$ cat config.mk
export PLATFORM = sky130hd
export DESIGN_NAME = pin_tx_owner_top
export DESIGN_NICKNAME = d
export VERILOG_FILES = /design/src/rtl/pin_tx_pkg.sv /design/src/rtl/pin_port_regs.sv /design/src/rtl/pin_tx_tracker.sv /design/src/rtl/pin_tx_mux.sv /design/src/rtl/pin_tx_owner_top.sv
export SDC_FILE = /design/constraint.sdc
export NUM_CORES = 1
export LEC_CHECK = 0
export BUFFER_PORTS_ARGS = -buffer_cell sky130_fd_sc_hd__buf_2
export CELL_PAD_IN_SITES_DETAIL_PLACEMENT = 1
export CELL_PAD_IN_SITES_GLOBAL_PLACEMENT = 2
export CORE_AREA = 2 2 39 41
export CTS_BUF_LIST = sky130_fd_sc_hd__clkbuf_4
export CTS_CLUSTER_SIZE = 14
export DETAILED_ROUTE_END_ITERATION = 6
export DIE_AREA = 0 0 41 43
export PLACE_DENSITY = 0.49
export SLEW_MARGIN = 20
export SYNTH_ARGS = -nofsm -noshare
export SYNTH_HDL_FRONTEND = slang
export SYNTH_SLANG_ARGS = --single-unit
$ cat constraint.sdc
create_clock -name clk -period 1.4 [get_ports clk]
set_input_delay 0.21 -clock clk [delete_from_list [all_inputs] [get_ports clk]]
set_output_delay 0.21 -clock clk [all_outputs]
set_load 0.05 [all_outputs]
$ cat src/rtl/pin_tx_pkg.sv
package pin_tx_pkg;

  typedef enum logic {
    OWN_PORT = 1'b0,
    OWN_TX   = 1'b1
  } owner_e;

  // pad enable: transmitter forces output, else direction bit rules
  function automatic logic f_pin_oe(input owner_e own, input logic dir);
    return (own == OWN_TX) | dir;
  endfunction

  // pad value: serial data while owned, else latch
  function automatic logic f_pin_val(input owner_e own, input logic ser,
                                     input logic lat);
    return (own == OWN_TX) ? ser : lat;
  endfunction

  // port read: latch when output, live pin when input
  function automatic logic f_port_read(input logic dir, input logic lat,
                                       input logic pin);
    return dir ? lat : pin;
  endfunction

endpackage

$ cat src/rtl/pin_port_regs.sv
module pin_port_regs #(
  parameter logic RESET_DIR = 1'b0,
  parameter logic RESET_LAT = 1'b0
) (
  input  logic clk,
  input  logic rst_n,
  input  logic wr_dir_en,
  input  logic wr_dir_val,
  input  logic wr_lat_en,
  input  logic wr_lat_val,
  output logic dir_q,
  output logic lat_q
);

  always_ff @(posedge clk or negedge rst_n) begin
    if (!rst_n) begin
      dir_q <= RESET_DIR;
    end else if (wr_dir_en) begin
      dir_q <= wr_dir_val;
    end
  end

  // latch accepts writes regardless of who owns the pin
  always_ff @(posedge clk or negedge rst_n) begin
    if (!rst_n) begin
      lat_q <= RESET_LAT;
    end else if (wr_lat_en) begin
      lat_q <= wr_lat_val;
    end
  end

endmodule

$ cat src/rtl/pin_tx_tracker.sv
module pin_tx_tracker
  import pin_tx_pkg::*;
(
  input  logic   clk,
  input  logic   rst_n,
  input  logic   tx_enable,
  input  logic   tx_busy,
  output logic   active_q,
  output owner_e owner
);

  logic want_pin;

  assign want_pin = tx_enable | tx_busy;

  always_ff @(posedge clk or negedge rst_n) begin
    if (!rst_n) begin
      active_q <= 1'b0;
    end else begin
      active_q <= want_pin;
    end
  end

  // immediate take-over, release only after the registered flag drops
  assign owner = (want_pin | active_q) ? OWN_TX : OWN_PORT;

endmodule

$ cat src/rtl/pin_tx_mux.sv
module pin_tx_mux
  import pin_tx_pkg::*;
(
  input  owner_e owner,
  input  logic   dir_q,
  input  logic   lat_q,
  input  logic   tx_serial,
  input  logic   pin_in,
  output logic   pin_oe,
  output logic   pin_out,
  output logic   rd_data
);

  always_comb begin
    pin_oe  = f_pin_oe(owner, dir_q);
    pin_out = f_pin_val(owner, tx_serial, lat_q);
    rd_data = f_port_read(dir_q, lat_q, pin_in);
  end

endmodule

$ cat src/rtl/pin_tx_owner_top.sv
module pin_tx_owner_top
  import pin_tx_pkg::*;
#(
  parameter logic RESET_DIR = 1'b0,
  parameter logic RESET_LAT = 1'b0
) (
  input  logic clk,
  input  logic rst_n,
  input  logic wr_dir_en,
  input  logic wr_dir_val,
  input  logic wr_lat_en,
  input  logic wr_lat_val,
  input  logic tx_enable,
  input  logic tx_busy,
  input  logic tx_serial,
  input  logic pin_in,
  output logic pin_oe,
  output logic pin_out,
  output logic rd_data,
  output logic rd_dir
);

  logic   dir_q;
  logic   lat_q;
  logic   tx_active_q;
  owner_e owner;

  pin_port_regs #(
    .RESET_DIR (RESET_DIR),
    .RESET_LAT (RESET_LAT)
  ) regs_i (
    .clk        (clk),
    .rst_n      (rst_n),
    .wr_dir_en  (wr_dir_en),
    .wr_dir_val (wr_dir_val),
    .wr_lat_en  (wr_lat_en),
    .wr_lat_val (wr_lat_val),
    .dir_q      (dir_q),
    .lat_q      (lat_q)
  );

  pin_tx_tracker trk_i (
    .clk       (clk),
    .rst_n     (rst_n),
    .tx_enable (tx_enable),
    .tx_busy   (tx_busy),
    .active_q  (tx_active_q),
    .owner     (owner)
  );

  pin_tx_mux mux_i (
    .owner     (owner),
    .dir_q     (dir_q),
    .lat_q     (lat_q),
    .tx_serial (tx_serial),
    .pin_in    (pin_in),
    .pin_oe    (pin_oe),
    .pin_out   (pin_out),
    .rd_data   (rd_data)
  );

  assign rd_dir = dir_q;

endmodule

==> After elaboration in Yosys (flattened, before gate mapping) <==
Cells that the tools add are included.
{ "op_classes": {"n_mux": 3, "bitwise_logic": 3} }
{ "op_table": {"columns": ["operator", "n"], "rows": [
  ["1-bit two-way mux", 3],
  ["1-bit OR", 3]
]} }
{ "word_totals": {"input_bits": 10, "regBits": 3, "out_inout_bits": 4, "elab_cells": 9} }

==> Longest topological paths before layout <==
Gate-level depths: netlist of the first run.
{ "logic_depth": {"depth_word": 4, "ltp_mapped": 2} }

==> By module <==
A second synthesis of the first run with hierarchy kept.
{ "unflattened": {"hier_cells": 10, "hier_area_um2": 150.1} }
{ "by_module_without_submodules": {"columns": ["module", "seq_area_each_um2", "cells_per_inst", "instances", "area_each_um2"], "rows": [
  ["pin_port_regs", 50.0, 4, 1, 80.1],
  ["pin_tx_tracker", 25.0, 3, 1, 37.5],
  ["pin_tx_mux", 0.0, 3, 1, 32.5]
]} }

==> Least setup slack after synthesis of the first run <==
No wires, ideal clock.
{ "synth_path": {"kind": "reg-to-output", "start": "register regs_i.dir_q", "end": "output rd_data", "arrival_ns": 1.202, "n_path_buf": 0, "stages_incl_launch_ff": 2, "path_slack_ns": -0.012, "path_cell_list": "dfrtp_1 mux2_1"} }
{ "synth_via": {"elab_chain_len": 1} }
{ "synth_rtl": {"columns": ["element", "line", "source"], "rows": [
  ["start: declaration", "pin_port_regs.sv:11", "output logic dir_q,"],
  ["start signal: assignment", "pin_port_regs.sv:19", "dir_q <= wr_dir_val;"],
  ["1-bit two-way mux", "pin_tx_pkg.sv:22", "return dir ? lat : pin;"],
  ["end: declaration", "pin_tx_owner_top.sv:19", "output logic rd_data,"]
]} }
No other way between the ends.

==> Worst setup path in the final report of the first run <==
{ "layout_path": {"start": "register trk_i.active_q", "end": "output pin_out"} }
{ "layout_via": {"elab_chain_len": 3} }
{ "layout_rtl": {"columns": ["element", "line", "source"], "rows": [
  ["start: declaration", "pin_tx_tracker.sv:8", "output logic active_q,"],
  ["start signal: assignment", "pin_tx_tracker.sv:20", "active_q <= want_pin;"],
  ["1-bit OR", "pin_tx_tracker.sv:25", "assign owner = (want_pin | active_q) ? OWN_TX : OWN_PORT;"],
  ["1-bit two-way mux", "pin_tx_tracker.sv:25", null],
  ["1-bit two-way mux", "pin_tx_pkg.sv:16", "return (own == OWN_TX) ? ser : lat;"],
  ["end: declaration", "pin_tx_owner_top.sv:18", "output logic pin_out,"]
]} }
No other way between the ends.

==> run_results.csv, run 1 <==
group,metric,value,unit
synth,syn_inst,10,
hold_path,holdPathStages,2,
clock_network,cts_tree,"built",
global_route,grt_pass1_vias,170,
drt,drt_iter0_markers,0,
timing,worst_pin_slew,0.249,ns
clock_network,clockBufferDepth,2,
drt,drt-vias-per-instance,3.33,
critical_path,path_max_fanout,2,
drt,first_pass_iters,1,
floorplanning,core,1380,um2
synth,synthArstFlopShare,100,%
drt,drc,0,
drt,drt_wl_total,395,um
drt,num_vias,150,
placement,place_ws,0.0689,ns
placement,post-dp-hpwl,331,um
placement,dp_cells,39,
synth,synth_area_leader_cell,"dfrtp_1",
critical_path,criticalPathCategory,"flip-flop to primary output",
critical_path,rr_worst_depth,1,
placement,port_buffers,13,
synth,synthDistinctLibCells,5,
outcome,violations,"negative setup slack",
floorplanning,rows,14,
hold_path,hold_end,"regs_i.lat_q",
clock_network,clk_pin_slew,0.03,ns
synth,yosysMostFrequentCell,"mux2_1",
timing,finalCritPeriodShare,103,%
layout,layout-drive-gt1-share,72.4,%
floorplanning,dieWidth,41,um
drt,final_antenna_net_count,0,
timing,min_period,1.44,ns
timing,grt_setup_unrepaired,"yes",
pwr,leakage,0.000142,uW
global_route,grt_max_degree,5,
critical_path,rr_endpoint,"regs_i.dir_q",
synth,netlist_area,143,um2
timing,finalHoldViolCount,0,
layout,diodes,0,
timing,setup_ws,-0.0358,ns
critical_path,worst_setup_path_end_kind,"primary output",
hold_path,holdCritStartpoint,"wr_lat_val",
layout,area_delta_synth_final,109,%
synth,synthFlopType,"dfrtp_1",
clock_network,cts_root_buf,"clkbuf_4",
global_route,grt_pass1_wl,545,um
clock_network,htree_num_levels,1,
synth,avgSynthCellArea,14.3,um2
floorplanning,die-area,1760,um2
synth,synth_area_leaders,"dfrtp_1 (53%), mux2_1 (32%), nor3_2 (7.0%)",
layout,nNetsFinal,40,
hold_path,hp-class,"input pin to flip-flop",
clock_network,clkLatencyLatePin,0.23,ns
drt,wl_per_cell,8.78,um
timing,slew_headroom,83.5,%
timing,clock-skew-final,0,ns
global_route,grt_use_total,5.63,%
timing,drv_slew,0,
floorplanning,start_util,10.3,%
floorplanning,die_h,43,um
critical_path,required,1.19,ns
synth,synth-seq-cells,3,
clock_network,cts_buffers,3,
synth,synth_warnings,0,
timing,max_freq,0.696,GHz
outcome,status,"complete, but fails checks",
critical_path,startpoint_type,"flip-flop",
clock_network,cts_sinks,3,
pwr,vdd_drop_max,201,uV
flow_run,cap_violations,0,
synth,synthesis.nets,20,
critical_path,arrival,1.23,ns
layout,fin_cells,45,
critical_path,r2r_setup_slack,0.58,ns
synth,synth_edf_count,0,
synth,synth.top_cells.by_count,"mux2_1 (4), dfrtp_1 (3), nand2b_1 (1), nor3_2 (1), or2_1 (1)",
global_route,grt_antenna_before_repair,0,
synth,synth_seq_area_share,52.6,%
floorplanning,boundaryPins,14,
timing,setup_viol,1,
pwr,power_density,1170,nW/um2
critical_path,r2r_start,"regs_i.dir_q",
pwr,finalPower,348,uW
synth,synth_top_area_share,52.6,%
placement,gp_congestion,0.429,
global_route,overflow,0,
worst max-delay path, stage by stage, from the launching register on:
cell     delay, ns
dfrtp_1       0.38
nor3_4        0.14
mux2_4        0.32
buf_6         0.15
per-layer routing:
| metal | vias up | global-route usage [%] | wire (um) |
|---|---|---|---|
| li1 | 72 | - | - |
| met1 | 69 | 2.27 | 98 |
| met2 | 9 | 8.75 | 253 |
| met3 | 0 | 3.14 | 43 |
| met4 | 0 | 10.0 | 0 |
| met5 | - | 0 | 0 |
per-stage QoR:
step	util [%]	setup TNS [ns]	cell area, um2	hold WS, ns
after floorplan	-	0	144	-0.0856
after detailed placement	16.5	0	229	0.0111
after global placement	16.5	0	229	0.0113
final	21.5	-0.0358	298	0.200
after CTS	20.7	-0.0552	287	0.194
after global routing	21.5	-0.0924	298	0.198
worst max path at each step:
stage,from,endpoint,slack (ns)
3_5_place_dp,trk_i.active_q,pin_out,0.07
3_3_place_gp,trk_i.active_q,pin_out,0.08
2_1_floorplan,trk_i.active_q,pin_out,0.10
6_report,trk_i.active_q,pin_out,-0.04
4_1_cts,trk_i.active_q,pin_out,-0.06
5_1_grt,trk_i.active_q,pin_out,-0.09
logic make-up after synthesis:
logic type,Yosys count,share of synthesized area (%)
simple gates,3,15.8
mux,4,31.6
flops,3,52.6
power breakdown:
part	total [uW]	leakage [uW]	switching (uW)	internal [uW]
registers	102	0.0000327	6.77	95.2
clock network	165	0.0000184	39.0	126
logic	81.6	0.0000905	48.0	33.7
total	348	0.000142	93.7	255
timing repair:
item                                    4_1_cts  5_1_grt
buffers inserted                              1        0
hold buffers                                  1        0
hold endpoints to repair                      3        0
pin swaps                                     1        0
endpoints found under the setup margin        1        3
gates resized for setup                       3        5
placed cells by master, fill, tap and decap left out, drive strengths merged:
master / instances
dlygate4sd3: 1
mux2: 4
or2: 1
buf: 14
dfrtp: 3
clkbuf: 4
nor3: 1
nand2b: 1
flip-flops by register name (all words and copies together), names as in the netlist:
name / flops
regs_i.dir_q: 1
regs_i.lat_q: 1
trk_i.active_q: 1
layout make-up:
cell class	instances	area [um2]
flip-flops and latches	3	76.3
repair buffers	15	93.8
well taps	16	20.0
fillers	161	1090
clock buffers	4	30.0
multi-input cells	7	77.6
Note: power is estimated with default switching activity, not from simulation.
==> inputs of run 2 (changes only) <==
Settings changed: ABC_AREA set to 1, PLACE_DENSITY 0.49 to 0.56.
==> run 2 against run 1 <==
  * The run now ends clean
  * Combinational power fell by 3.6%
  * Highest routed layer is now met4
  * Worst setup slack better by 0.14 ns
  * Clock skew unchanged
  * Largest power group unchanged
  * Global-route usage rose by 2.1 points
==> run_results.csv, run 2 <==
group,metric,value,unit
clock_network,htree_num_levels,1,
critical_path,path_cells,"inv_2 -> nand2_1 -> o21ai_2 -> buf_2",
synth,synthArstFlopShare,100,%
layout,area_delta_synth_final,86.6,%
critical_path,worst_setup_path_end_kind,"primary output",
pwr,power_density,1240,nW/um2
floorplanning,boundaryPins,14,
global_route,grt_pass1_wl,752,um
placement,place_area,238,um2
drt,drt-vias-per-instance,3.40,
critical_path,rr_endpoint,"regs_i.dir_q",
drt,drc,0,
timing,drv_slew,0,
floorplanning,rows,14,
critical_path,required,1.19,ns
timing,worst_pin_slew,0.249,ns
global_route,grt_use_total,7.75,%
critical_path,critPathCapture,"rd_data",
drt,num_vias,180,
timing,clock-skew-final,0,ns
floorplanning,start_util,10.8,%
placement,gp_congestion,0.598,
synth,syn_inst,19,
clock_network,clk_pin_slew,0.04,ns
floorplanning,die_h,43,um
clock_network,cts_setup_buffers,0,
synth,synthFlopType,"dfrtp_1",
floorplanning,dieWidth,41,um
layout,final_area,278,um2
synth,avgSynthCellArea,7.84,um2
pwr,p_switching,101,uW
synth,synth.top_cells.by_count,"nand2_1 (6), dfrtp_1 (3), inv_1 (3), o21ai_1 (3), nand3_1 (2)",
pwr,leakage,0.000150,uW
pwr,internal_power,244,uW
timing,finalHoldViolCount,0,
layout,final_cell_mix,"buf_2 (13), nand2_1 (6), clkbuf_4 (4), inv_1 (3), dfrtp_1 (3)",
clock_network,cts_buffers,3,
timing,grt_setup_unrepaired,"no",
layout,layout-drive-gt1-share,54.1,%
timing,max_freq,0.770,GHz
timing,finalCritPeriodShare,92.7,%
synth,yosysMostFrequentCell,"nand2_1",
synth,synth_edf_count,0,
global_route,grt_util_met3,5.24,%
pwr,pwr-share-seq,28.1,%
layout,final_common_cell,"buf_2",
synth,synthesis.nets,29,
synth,synthDistinctLibCells,7,
clock_network,cts_tree,"built",
synth,synth-seq-cells,3,
global_route,overflow,0,
critical_path,cp.buffers_inverters,2,
critical_path,cp-startpoint,"regs_i.dir_q",
synth,synth_warnings,0,
global_route,top_usage_layer,"met4",
synth,synth_top_area_share,50.4,%
floorplanning,core,1380,um2
timing,setup_ws,0.102,ns
critical_path,criticalPathCategory,"flip-flop to primary output",
timing,setup_viol,0,
synth,synth_seq_area_share,50.4,%
pwr,finalPower,345,uW
timing,slew_headroom,83.5,%
clock_network,clkLatencyLatePin,0.23,ns
critical_path,rr_worst_depth,2,
global_route,grt_antenna_before_repair,0,
placement,port_buffers,13,
timing,fin_hold_ws,0.168,ns
synth,synth_area_leader_cell,"dfrtp_1",
critical_path,arrival,1.09,ns
pwr,p_comb_share,22.8,%
global_route,grt_max_degree,5,
outcome,status,"complete, no violations",
global_route,met2_usage,8.75,%
synth,netlist_area,149,um2
clock_network,cts_sinks,3,
layout,fillers,172,
drt,drt_iter0_markers,1,
placement,post-dp-hpwl,385,um
placement,place_ws,0.318,ns
critical_path,cp_slowest_cell,"dfrtp_1",
critical_path,path_max_fanout,4,
clock_network,cts_root_buf,"clkbuf_4",
pwr,vdd_drop_max,249,uV
critical_path,r2r_setup_slack,0.75,ns
pwr,sw_frac_of_total,29.3,%
floorplanning,die-area,1760,um2
timing,timing.setup.tns,0,ns
layout,nNetsFinal,48,
clock_network,clockBufferDepth,2,
global_route,met1_usage,6.82,%
hold_path,hp-class,"input pin to flip-flop",
layout,top_regs,"regs_i.dir_q x1, regs_i.lat_q x1, trk_i.active_q x1",
timing,min_period,1.30,ns
critical_path,r2r_start,"regs_i.dir_q",
synth,synth_area_leaders,"dfrtp_1 (50%), nand2_1 (15%), o21ai_1 (10%)",
pwr,clock_power_share,49.1,%
drt,first_pass_iters,2,
global_route,grt_pass1_vias,214,
flow_run,cap_violations,0,
critical_path,crit_cells,4,
critical_path,crit_family,"flip-flops",
drt,drt_wl_total,462,um
critical_path,startpoint_type,"flip-flop",
drt,wl_per_cell,8.72,um
layout,diodes,0,
critical_path,max_stage_delay,0.38,ns
drt,final_antenna_net_count,0,
## run 2: cell count changes after synthesis, sizes merged, moves of 2 or more
cell / before / now
nand3: 0 / 2
inv: 0 / 4
o21ai: 0 / 3
nand2: 0 / 6
mux2: 4 / 0
## run 2: cells by family after synthesis
kind of cell | Yosys count | share of synthesized area (%)
buf+inv | 4 | 10.1
simple gates | 9 | 29.4
compound gates | 3 | 10.1
flops | 3 | 50.4
## run 2: what timing repair did
item | 4_1_cts | 5_1_grt
endpoints found under the hold margin | 3 | 0
hold buffers | 1 | 0
gates resized for setup | 0 | 0
## run 2: how the worst min path moves through the flow
stage / cells past startpoint / from / to / slack, ns
4_1_cts: 2 / wr_dir_en / regs_i.dir_q / 0.16
3_5_place_dp: 1 / rst_n / regs_i.dir_q / 0.009
6_report: 2 / wr_dir_en / regs_i.dir_q / 0.17
5_1_grt: 2 / wr_dir_en / regs_i.dir_q / 0.17
2_1_floorplan: 0 / rst_n / regs_i.dir_q / -0.09
3_3_place_gp: 1 / rst_n / trk_i.active_q / 0.007
## run 2: layout make-up
type | instances | area (um2) | area share (%)
inverter | 4 | 15.0 | 5.41
clock buffer | 4 | 30.0 | 10.8
tap | 16 | 20.0 | 7.21
timing repair buffer | 14 | 75.1 | 27.0
sequential | 3 | 75.1 | 27.0
multi-input combinational | 12 | 62.6 | 22.5
## run 2: power by group through the flow
stage / Sequential (uW) / Combinational (uW) / Clock [uW]
after floorplan: 107 / 40.1 / 0
after global placement: 98.4 / 75.0 / 0
after detailed placement: 98.2 / 77.4 / 0
after CTS: 97.1 / 80.1 / 179
after global routing: 97.6 / 85.3 / 188
final: 97.0 / 78.7 / 170
## run 2: metal layers
metal / vias to the layer above / share of wire (%)
met3: 2 / 17
met5: - / 0
met2: 14 / 41
met4: 0 / 2.8
li1: 93 / -
met1: 71 / 39
## run 2: stage by stage
step	std cells	utilization [%]
6_report	53	20.1
3_3_place_gp	48	17.2
2_1_floorplan	19	-
5_1_grt	53	20.1
4_1_cts	53	20.1
3_5_place_dp	48	17.2
